===== src/rtl/duo_pwm_pkg.sv =====
package duo_pwm_pkg;

  localparam int unsigned BUS_AW   = 5;
  localparam int unsigned BUS_DW   = 16;
  localparam int unsigned ACT_W    = 12;

  // control field positions (decoded by the prescaler and the counter)
  localparam int unsigned MODE_LSB = 0;
  localparam int unsigned EVEN_LSB = 7;
  localparam int unsigned POW_LSB  = 10;

  localparam logic [BUS_AW-1:0] ADR_CTRL = 5'h00;
  localparam logic [BUS_AW-1:0] ADR_CNT  = 5'h08;
  localparam logic [BUS_AW-1:0] ADR_PRD  = 5'h0A;
  localparam logic [BUS_AW-1:0] ADR_CMPA = 5'h12;
  localparam logic [BUS_AW-1:0] ADR_CMPB = 5'h14;
  localparam logic [BUS_AW-1:0] ADR_ACTA = 5'h16;
  localparam logic [BUS_AW-1:0] ADR_ACTB = 5'h18;

  typedef enum logic [1:0] {
    MODE_UP   = 2'd0,
    MODE_DOWN = 2'd1,
    MODE_UPDN = 2'd2,
    MODE_HOLD = 2'd3
  } cnt_mode_e;

  typedef enum logic [1:0] {
    ACT_NONE = 2'd0,
    ACT_CLR  = 2'd1,
    ACT_SET  = 2'd2,
    ACT_TGL  = 2'd3
  } act_e;

endpackage


===== src/rtl/duo_pwm_regs.sv =====
module duo_pwm_regs
  import duo_pwm_pkg::*;
#(
  parameter int unsigned CNT_W = 16,
  parameter int unsigned SEL_W = 3
) (
  input  logic                 clk,
  input  logic                 rst_n,
  input  logic                 bus_wr,
  input  logic                 bus_rd,
  input  logic [BUS_AW-1:0]    bus_addr,
  input  logic [BUS_DW-1:0]    bus_wdata,
  input  logic [CNT_W-1:0]     cnt,
  output logic [BUS_DW-1:0]    bus_rdata,
  output cnt_mode_e            mode,
  output logic [SEL_W-1:0]     sel_pow,
  output logic [SEL_W-1:0]     sel_even,
  output logic [CNT_W-1:0]     prd,
  output logic [CNT_W-1:0]     cmp_a,
  output logic [CNT_W-1:0]     cmp_b,
  output logic [ACT_W-1:0]     act_a,
  output logic [ACT_W-1:0]     act_b,
  output logic                 ctrl_wr,
  output logic                 cnt_wr
);

  logic [1:0]        mode_q, mode_d;
  logic [SEL_W-1:0]  pow_q, pow_d, even_q, even_d;
  logic [CNT_W-1:0]  prd_q, prd_d, cmpa_q, cmpa_d, cmpb_q, cmpb_d;
  logic [ACT_W-1:0]  acta_q, acta_d, actb_q, actb_d;
  logic [BUS_DW-1:0] rd_q, rd_d, ctrl_rb;

  assign ctrl_wr = bus_wr && (bus_addr == ADR_CTRL);
  assign cnt_wr  = bus_wr && (bus_addr == ADR_CNT);

  always_comb begin
    ctrl_rb = '0;
    ctrl_rb[MODE_LSB +: 2]     = mode_q;
    ctrl_rb[EVEN_LSB +: SEL_W] = even_q;
    ctrl_rb[POW_LSB  +: SEL_W] = pow_q;
  end

  always_comb begin
    mode_d = mode_q;
    pow_d  = pow_q;
    even_d = even_q;
    prd_d  = prd_q;
    cmpa_d = cmpa_q;
    cmpb_d = cmpb_q;
    acta_d = acta_q;
    actb_d = actb_q;
    if (bus_wr) begin
      case (bus_addr)
        ADR_CTRL: begin
          mode_d = bus_wdata[MODE_LSB +: 2];
          even_d = bus_wdata[EVEN_LSB +: SEL_W];
          pow_d  = bus_wdata[POW_LSB  +: SEL_W];
        end
        ADR_PRD:  prd_d  = bus_wdata[CNT_W-1:0];
        ADR_CMPA: cmpa_d = bus_wdata[CNT_W-1:0];
        ADR_CMPB: cmpb_d = bus_wdata[CNT_W-1:0];
        ADR_ACTA: acta_d = bus_wdata[ACT_W-1:0];
        ADR_ACTB: actb_d = bus_wdata[ACT_W-1:0];
        default:  ;
      endcase
    end
  end

  always_comb begin
    rd_d = rd_q;
    if (bus_rd) begin
      case (bus_addr)
        ADR_CTRL: rd_d = ctrl_rb;
        ADR_CNT:  rd_d = BUS_DW'(cnt);
        ADR_PRD:  rd_d = BUS_DW'(prd_q);
        ADR_CMPA: rd_d = BUS_DW'(cmpa_q);
        ADR_CMPB: rd_d = BUS_DW'(cmpb_q);
        ADR_ACTA: rd_d = BUS_DW'(acta_q);
        ADR_ACTB: rd_d = BUS_DW'(actb_q);
        default:  rd_d = '0;
      endcase
    end
  end

  always_ff @(posedge clk or negedge rst_n) begin
    if (!rst_n) begin
      mode_q <= MODE_HOLD;
      pow_q  <= '0;
      even_q <= '0;
      prd_q  <= '0;
      cmpa_q <= '0;
      cmpb_q <= '0;
      acta_q <= '0;
      actb_q <= '0;
      rd_q   <= '0;
    end else begin
      mode_q <= mode_d;
      pow_q  <= pow_d;
      even_q <= even_d;
      prd_q  <= prd_d;
      cmpa_q <= cmpa_d;
      cmpb_q <= cmpb_d;
      acta_q <= acta_d;
      actb_q <= actb_d;
      rd_q   <= rd_d;
    end
  end

  assign mode      = cnt_mode_e'(mode_q);
  assign sel_pow   = pow_q;
  assign sel_even  = even_q;
  assign prd       = prd_q;
  assign cmp_a     = cmpa_q;
  assign cmp_b     = cmpb_q;
  assign act_a     = acta_q;
  assign act_b     = actb_q;
  assign bus_rdata = rd_q;

endmodule


===== src/rtl/duo_pwm_prescale.sv =====
module duo_pwm_prescale #(
  parameter int unsigned SEL_W = 3
) (
  input  logic             clk,
  input  logic             rst_n,
  input  logic             restart,
  input  logic [SEL_W-1:0] sel_pow,
  input  logic [SEL_W-1:0] sel_even,
  output logic             tick
);

  localparam int unsigned EVEN_W = SEL_W + 1;
  localparam int unsigned DIV_W  = EVEN_W + (1 << SEL_W) - 1;
  localparam logic [DIV_W-1:0] ONE_D = DIV_W'(1);

  logic [EVEN_W-1:0] even_div;
  logic [DIV_W-1:0]  total, last, pre_q, pre_d;

  always_comb begin
    even_div = (sel_even == '0) ? EVEN_W'(1) : {sel_even, 1'b0};
    total    = DIV_W'(even_div) << sel_pow;
    last     = total - ONE_D;
  end

  assign tick = (pre_q == last);

  always_comb begin
    if (restart || tick) pre_d = '0;
    else                 pre_d = pre_q + ONE_D;
  end

  always_ff @(posedge clk or negedge rst_n) begin
    if (!rst_n) pre_q <= '0;
    else        pre_q <= pre_d;
  end

endmodule


===== src/rtl/duo_pwm_counter.sv =====
module duo_pwm_counter
  import duo_pwm_pkg::*;
#(
  parameter int unsigned CNT_W = 16
) (
  input  logic             clk,
  input  logic             rst_n,
  input  logic             step,
  input  cnt_mode_e        mode,
  input  logic [CNT_W-1:0] prd,
  input  logic             load,
  input  logic [CNT_W-1:0] load_val,
  output logic [CNT_W-1:0] cnt,
  output logic             dir_up
);

  localparam logic [CNT_W-1:0] ONE_C = CNT_W'(1);

  logic [CNT_W-1:0] cnt_q, cnt_d;
  logic             dir_q, dir_d;

  always_comb begin
    case (mode)
      MODE_UP:   dir_up = 1'b1;
      MODE_DOWN: dir_up = 1'b0;
      default:   dir_up = dir_q;
    endcase
  end

  always_comb begin
    cnt_d = cnt_q;
    dir_d = dir_q;
    if (load) begin
      cnt_d = load_val;
    end else if (step) begin
      case (mode)
        MODE_UP:   cnt_d = (cnt_q == prd) ? '0 : cnt_q + ONE_C;
        MODE_DOWN: cnt_d = (cnt_q == '0) ? prd : cnt_q - ONE_C;
        MODE_UPDN: begin
          if (dir_q) begin
            if (cnt_q >= prd) begin
              dir_d = 1'b0;
              cnt_d = (cnt_q == '0) ? '0 : cnt_q - ONE_C;
            end else begin
              cnt_d = cnt_q + ONE_C;
            end
          end else begin
            if (cnt_q == '0) begin
              dir_d = 1'b1;
              cnt_d = (prd == '0) ? '0 : ONE_C;
            end else begin
              cnt_d = cnt_q - ONE_C;
            end
          end
        end
        default: ;
      endcase
    end
  end

  always_ff @(posedge clk or negedge rst_n) begin
    if (!rst_n) begin
      cnt_q <= '0;
      dir_q <= 1'b1;
    end else begin
      cnt_q <= cnt_d;
      dir_q <= dir_d;
    end
  end

  assign cnt = cnt_q;

endmodule


===== src/rtl/duo_pwm_action.sv =====
module duo_pwm_action
  import duo_pwm_pkg::*;
#(
  parameter int unsigned CNT_W = 16
) (
  input  logic             clk,
  input  logic             rst_n,
  input  logic             step,
  input  logic [CNT_W-1:0] cnt,
  input  logic             dir_up,
  input  logic [CNT_W-1:0] prd,
  input  logic [CNT_W-1:0] cmp_a,
  input  logic [CNT_W-1:0] cmp_b,
  input  logic [ACT_W-1:0] act,
  output logic             out
);

  localparam int unsigned N_EV = ACT_W / 2;

  // event order is the priority order, lowest index wins
  logic [N_EV-1:0] ev;
  act_e            sel;
  logic            out_q, out_d;

  always_comb begin
    ev[0] = (cnt == '0);
    ev[1] = (cnt == prd);
    ev[2] = (cnt == cmp_a) &&  dir_up;
    ev[3] = (cnt == cmp_a) && !dir_up;
    ev[4] = (cnt == cmp_b) &&  dir_up;
    ev[5] = (cnt == cmp_b) && !dir_up;
  end

  always_comb begin
    sel = ACT_NONE;
    if (step) begin
      for (int i = N_EV - 1; i >= 0; i--) begin
        if (ev[i] && (act[2*i +: 2] != 2'd0)) sel = act_e'(act[2*i +: 2]);
      end
    end
  end

  always_comb begin
    case (sel)
      ACT_CLR: out_d = 1'b0;
      ACT_SET: out_d = 1'b1;
      ACT_TGL: out_d = ~out_q;
      default: out_d = out_q;
    endcase
  end

  always_ff @(posedge clk or negedge rst_n) begin
    if (!rst_n) out_q <= 1'b0;
    else        out_q <= out_d;
  end

  assign out = out_q;

endmodule


===== src/rtl/duo_pwm_gen.sv =====
module duo_pwm_gen
  import duo_pwm_pkg::*;
#(
  parameter int unsigned CNT_W = 16,
  parameter int unsigned SEL_W = 3
) (
  input  logic              clk,
  input  logic              rst_n,
  input  logic              bus_wr,
  input  logic              bus_rd,
  input  logic [BUS_AW-1:0] bus_addr,
  input  logic [BUS_DW-1:0] bus_wdata,
  output logic [BUS_DW-1:0] bus_rdata,
  output logic              pwm_a,
  output logic              pwm_b
);

  localparam int unsigned N_OUT = 2;

  logic [1:0]        rst_pipe;
  logic              rst_int_n;

  cnt_mode_e         mode;
  logic [SEL_W-1:0]  sel_pow, sel_even;
  logic [CNT_W-1:0]  prd_q, cmp_a, cmp_b, cnt, cnt_load_val;
  logic [ACT_W-1:0]  act_a, act_b;
  logic              ctrl_wr, cnt_load, tick, step, dir_up;
  logic [ACT_W-1:0]  act_cfg [N_OUT];
  logic [N_OUT-1:0]  pwm_q;

  // asynchronous assert, synchronous release
  always_ff @(posedge clk or negedge rst_n) begin
    if (!rst_n) rst_pipe <= 2'b00;
    else        rst_pipe <= {rst_pipe[0], 1'b1};
  end
  assign rst_int_n = rst_pipe[1];

  duo_pwm_regs #(.CNT_W(CNT_W), .SEL_W(SEL_W)) u_regs (
    .clk      (clk),
    .rst_n    (rst_int_n),
    .bus_wr   (bus_wr),
    .bus_rd   (bus_rd),
    .bus_addr (bus_addr),
    .bus_wdata(bus_wdata),
    .cnt      (cnt),
    .bus_rdata(bus_rdata),
    .mode     (mode),
    .sel_pow  (sel_pow),
    .sel_even (sel_even),
    .prd      (prd_q),
    .cmp_a    (cmp_a),
    .cmp_b    (cmp_b),
    .act_a    (act_a),
    .act_b    (act_b),
    .ctrl_wr  (ctrl_wr),
    .cnt_wr   (cnt_load)
  );

  duo_pwm_prescale #(.SEL_W(SEL_W)) u_pre (
    .clk     (clk),
    .rst_n   (rst_int_n),
    .restart (ctrl_wr),
    .sel_pow (sel_pow),
    .sel_even(sel_even),
    .tick    (tick)
  );

  assign step         = tick && (mode != MODE_HOLD);
  assign cnt_load_val = bus_wdata[CNT_W-1:0];

  duo_pwm_counter #(.CNT_W(CNT_W)) u_cnt (
    .clk     (clk),
    .rst_n   (rst_int_n),
    .step    (step),
    .mode    (mode),
    .prd     (prd_q),
    .load    (cnt_load),
    .load_val(cnt_load_val),
    .cnt     (cnt),
    .dir_up  (dir_up)
  );

  assign act_cfg[0] = act_a;
  assign act_cfg[1] = act_b;

  for (genvar g = 0; g < N_OUT; g++) begin : g_out
    duo_pwm_action #(.CNT_W(CNT_W)) u_act (
      .clk   (clk),
      .rst_n (rst_int_n),
      .step  (step),
      .cnt   (cnt),
      .dir_up(dir_up),
      .prd   (prd_q),
      .cmp_a (cmp_a),
      .cmp_b (cmp_b),
      .act   (act_cfg[g]),
      .out   (pwm_q[g])
    );
  end

  assign pwm_a = pwm_q[0];
  assign pwm_b = pwm_q[1];

endmodule


===== config.mk =====
export PLATFORM = sky130hd
export DESIGN_NAME = duo_pwm_gen
export DESIGN_NICKNAME = d
export VERILOG_FILES = /design/src/rtl/duo_pwm_pkg.sv /design/src/rtl/duo_pwm_regs.sv /design/src/rtl/duo_pwm_prescale.sv /design/src/rtl/duo_pwm_counter.sv /design/src/rtl/duo_pwm_action.sv /design/src/rtl/duo_pwm_gen.sv
export SDC_FILE = /design/constraint.sdc
export NUM_CORES = 1
export LEC_CHECK = 0
export ABC_AREA = 0
export CAP_MARGIN = 10
export CORE_ASPECT_RATIO = 1.1
export CORE_MARGIN = 1
export CORE_UTILIZATION = 59
export CTS_BUF_LIST = sky130_fd_sc_hd__clkbuf_16
export CTS_CLUSTER_SIZE = 8
export DETAILED_ROUTE_END_ITERATION = 10
export DONT_BUFFER_PORTS = 1
export PLACE_DENSITY = 0.78
export SETUP_SLACK_MARGIN = 0.3
export SLEW_MARGIN = 15
export SYNTH_ARGS = -nofsm -noshare
export SYNTH_HDL_FRONTEND = slang
export SYNTH_SLANG_ARGS = --single-unit

===== constraint.sdc =====
create_clock -name clk -period 4.1 [get_ports clk]
set_input_delay 1.025 -clock clk [delete_from_list [all_inputs] [get_ports clk]]
set_output_delay 1.025 -clock clk [all_outputs]
set_load 0.05 [all_outputs]

==> results.sh <==
export IMPL_status="complete, no violations"
export IMPL_grtUsageTotal_pct=34.6
export IMPL_grt_max_degree=68
export IMPL_irDropWorstVdd_v=0.000357
export IMPL_core_mm2=0.0144
export IMPL_ff2ff_setup_slack_ns=0.60
export IMPL_final_hold_violation_count=0
export IMPL_clk_path_buf_depth=2
export IMPL_startpoint="u_regs.sel_even[0]$_DFFE_PN0P_"
export IMPL_pin_count=43
export IMPL_wl_per_cell_um=22.5
export IMPL_setup_viol=0
export IMPL_cap_viol_max_count=0
export IMPL_start_util_pct=60.6
export IMPL_area_growth_pct=8.53
export IMPL_fin_area_mm2=0.00950
export IMPL_worstPathArrival_ns=3.78
export IMPL_num_fill_cells=1158
export IMPL_clkTransAtPathRegs_ns=0.06
export IMPL_slew_headroom_pct=26.4
export IMPL_htree_levels=4
export IMPL_drt_iter0_markers=910
export IMPL_drc_errors=0
export IMPL_fp_dieH_um=130
export IMPL_regArea_mm2=0.00321
export IMPL_grt_pass1_wl_um=40200
export IMPL_clkLatencyLatePin_ns=0.43
export IMPL_ctsHoldBuffers=0
export IMPL_viasPerCell=6.65
export IMPL_syn_num_nets=1006
export IMPL_worst_ep_required_time_ns=4.38
export IMPL_multi_input_area_mm2=0.00511
export IMPL_post_cts_buffers=0
export IMPL_fin_crit_sh_pct=85.3
export IMPL_r2r_end="u_cnt.cnt[13]$_DFFE_PN0P_"
export IMPL_dp_hpwl_um=18400
export IMPL_crit_fanout=7
export IMPL_final_max_slew_viol_count=0
export IMPL_max_clock_freq_ghz=0.286
export IMPL_cts_buffers_inserted=17
export IMPL_io_buffers=0
export IMPL_power_density_mw_per_mm2=598
export IMPL_r2r_start="u_regs.sel_even[0]$_DFFE_PN0P_"
export IMPL_dieWidth_um=118
export IMPL_avgSynthCellArea_um2=9.16
export IMPL_ys_types=70
export IMPL_layout_min_cycle_time_ns=3.50
export IMPL_final_util_pct=65.8
export IMPL_netlist_area_mm2=0.00875
export IMPL_postSynthCellCount=956
export IMPL_wirelength_um=25600
export IMPL_overflow=0
export IMPL_antenna_left=0
export IMPL_worstMarginPinSlew_ns=1.10
export IMPL_clock_sinks=128
export IMPL_end_kind="register"
export IMPL_synth_seq_area_share_pct=36.6
export IMPL_endpoint="u_cnt.cnt[13]$_DFFE_PN0P_"
export IMPL_whs_ns=0.289
export IMPL_placed_area_mm2=0.00894
export IMPL_synth_main_ff_cell="dfrtp_1"
export IMPL_antenna_found_initial=0
export IMPL_grt_pass1_vias=7191
export IMPL_fin_worst_skew_ns=0.00750
export IMPL_drt_pre_antenna_iters=5
export IMPL_rr_worst_depth=11
export IMPL_p_leak_nw=4.15
export IMPL_tritoncts="built"
export IMPL_diodes=0
export IMPL_nets=983
export IMPL_synth_seq_cells=128
export IMPL_async_flop_share_pct=100
export IMPL_yosys_warnings=0
export IMPL_rows=46
export IMPL_hp_class="in2async"
export IMPL_synth_edf_count=0
export IMPL_drive_above_1_share_pct=16.1
export IMPL_routed_via_count=7572
export IMPL_root_buffer="clkbuf_16"
export IMPL_tns_ns=0
export IMPL_fp_dieArea_mm2=0.0153
export IMPL_path_class="reg2reg"
export IMPL_critical_path_startpoint_type="register"
export IMPL_gp_congestion=0.940
export IMPL_rsz0062_at_grt="false"
## metal layers
| metal | global-route usage (%) | wire length, um |
|---|---|---|
| met1 | 43.8 | 10000 |
| met2 | 56.3 | 11900 |
| met3 | 9.48 | 2660 |
| met5 | 0 | 0 |
| met4 | 14.8 | 985 |
## worst min path at each step
stage                          start                     to  slack [ns]  cells after the start
6_report                       rst_n  rst_pipe[1]$_DFF_PN0_        0.29                      0
5_1_grt                        rst_n  rst_pipe[1]$_DFF_PN0_        0.27                      0
4_1_cts                        rst_n  rst_pipe[1]$_DFF_PN0_        0.28                      0
3_5_place_dp   rst_pipe[0]$_DFF_PN0_  rst_pipe[1]$_DFF_PN0_        0.33                      0
3_3_place_gp   rst_pipe[0]$_DFF_PN0_  rst_pipe[1]$_DFF_PN0_        0.34                      0
2_1_floorplan  rst_pipe[0]$_DFF_PN0_  rst_pipe[1]$_DFF_PN0_        0.33                      0
## where the power goes
| group | internal (W) | switching, W | total (W) |
|---|---|---|---|
| Combinational | 0.000986 | 0.00115 | 0.00214 |
| Sequential | 0.00153 | 0.000574 | 0.00211 |
| Clock | 0.000836 | 0.000599 | 0.00144 |
## flip-flops by register name, summed over array words and instances (netlist names), 11 cells and up
name,cells
u_regs.bus_rdata,16
u_regs.cmp_a,16
u_regs.cmp_b,16
u_pre.pre_q,11
u_cnt.cnt,16
u_regs.act_b,12
u_regs.act_a,12
u_regs.prd,16
## critical path, cell delays in order, from the launching register on
cell       delay, ns
dfrtp_1         0.45
nor3_1          0.30
a21oi_1         0.16
or3_1           0.33
ha_1            0.22
nand2_2         0.09
xnor3_1         0.29
or3_4           0.34
a22oi_4         0.22
nand4b_1        0.31
a2111oi_0       0.55
a211oi_1        0.09
## final cells by class
cell class / instances / share of cell area (%)
clock inverter: 15 / 1.42
inverter: 47 / 1.86
sequential: 128 / 33.8
timing repair buffer: 25 / 2.11
clock buffer: 17 / 4.48
multi-input combinational: 714 / 53.8
tap: 192 / 2.53
## through the flow
step	power, W	instances	worst slack, ns
6_report	0.00568	1138	0.601
5_1_grt	0.00599	1138	0.346
4_1_cts	0.00563	1138	0.552
3_5_place_dp	0.00419	1106	0.564
3_3_place_gp	0.00415	1106	0.687
2_1_floorplan	0.00360	956	0.954
## cell usage in the layout, fill, tap and decap left out, drive strengths merged, types with 5 or more instances in the layout
cell type  Yosys  routed
dfrtp        125     125
nand2         91      91
mux2          79      79
nor2          59      59
o21ai         55      55
xor2          54      54
inv           47      51
a21oi         32      32
mux2i         31      31
xnor2         28      28
ha            25      25
buf           15      25
nor3          25      25
nand3         24      24
o22ai         20      20
a221oi        18      18
clkbuf        52      17
nand4         15      15
nor4          14      14
and3          13      13
a22oi         12      12
nor2b         10      10
o221ai        10      10
or3            8       8
clkinv         0       7
a21boi         6       6
and2           6       6
nand2b         5       5
a222oi         5       5
o211ai         5       5
a21o           5       5
o31ai          5       5
nand4b         5       5
## cell families after synthesis
logic type,share of synthesized area [%]
buf+inv,5.10
mux,13.8
simple gates,16.9
xor+xnor,8.46
compound gates,15.5
other cells,0.0428
flops,36.6
fa+ha+maj,3.57
## Yosys cell counts, types with 25 or more instances
cell / n / area share (%)
xor2_1: 54 / 5.4
clkbuf_1: 52 / 2.2
nor2_1: 59 / 2.5
nand2_1: 90 / 3.9
mux2_2: 77 / 9.9
inv_1: 47 / 2.0
mux2i_1: 31 / 3.5
a21oi_1: 32 / 1.8
o21ai_0: 54 / 3.1
xnor2_1: 28 / 2.8
dfrtp_1: 125 / 36
ha_1: 25 / 3.6
## what timing repair did
item | 4_1_cts | 5_1_grt
resized for setup | 0 | 2
setup endpoints to repair | 0 | 1
endpoints found under the hold margin | 0 | 0
Power figures use the tool's default switching activity.
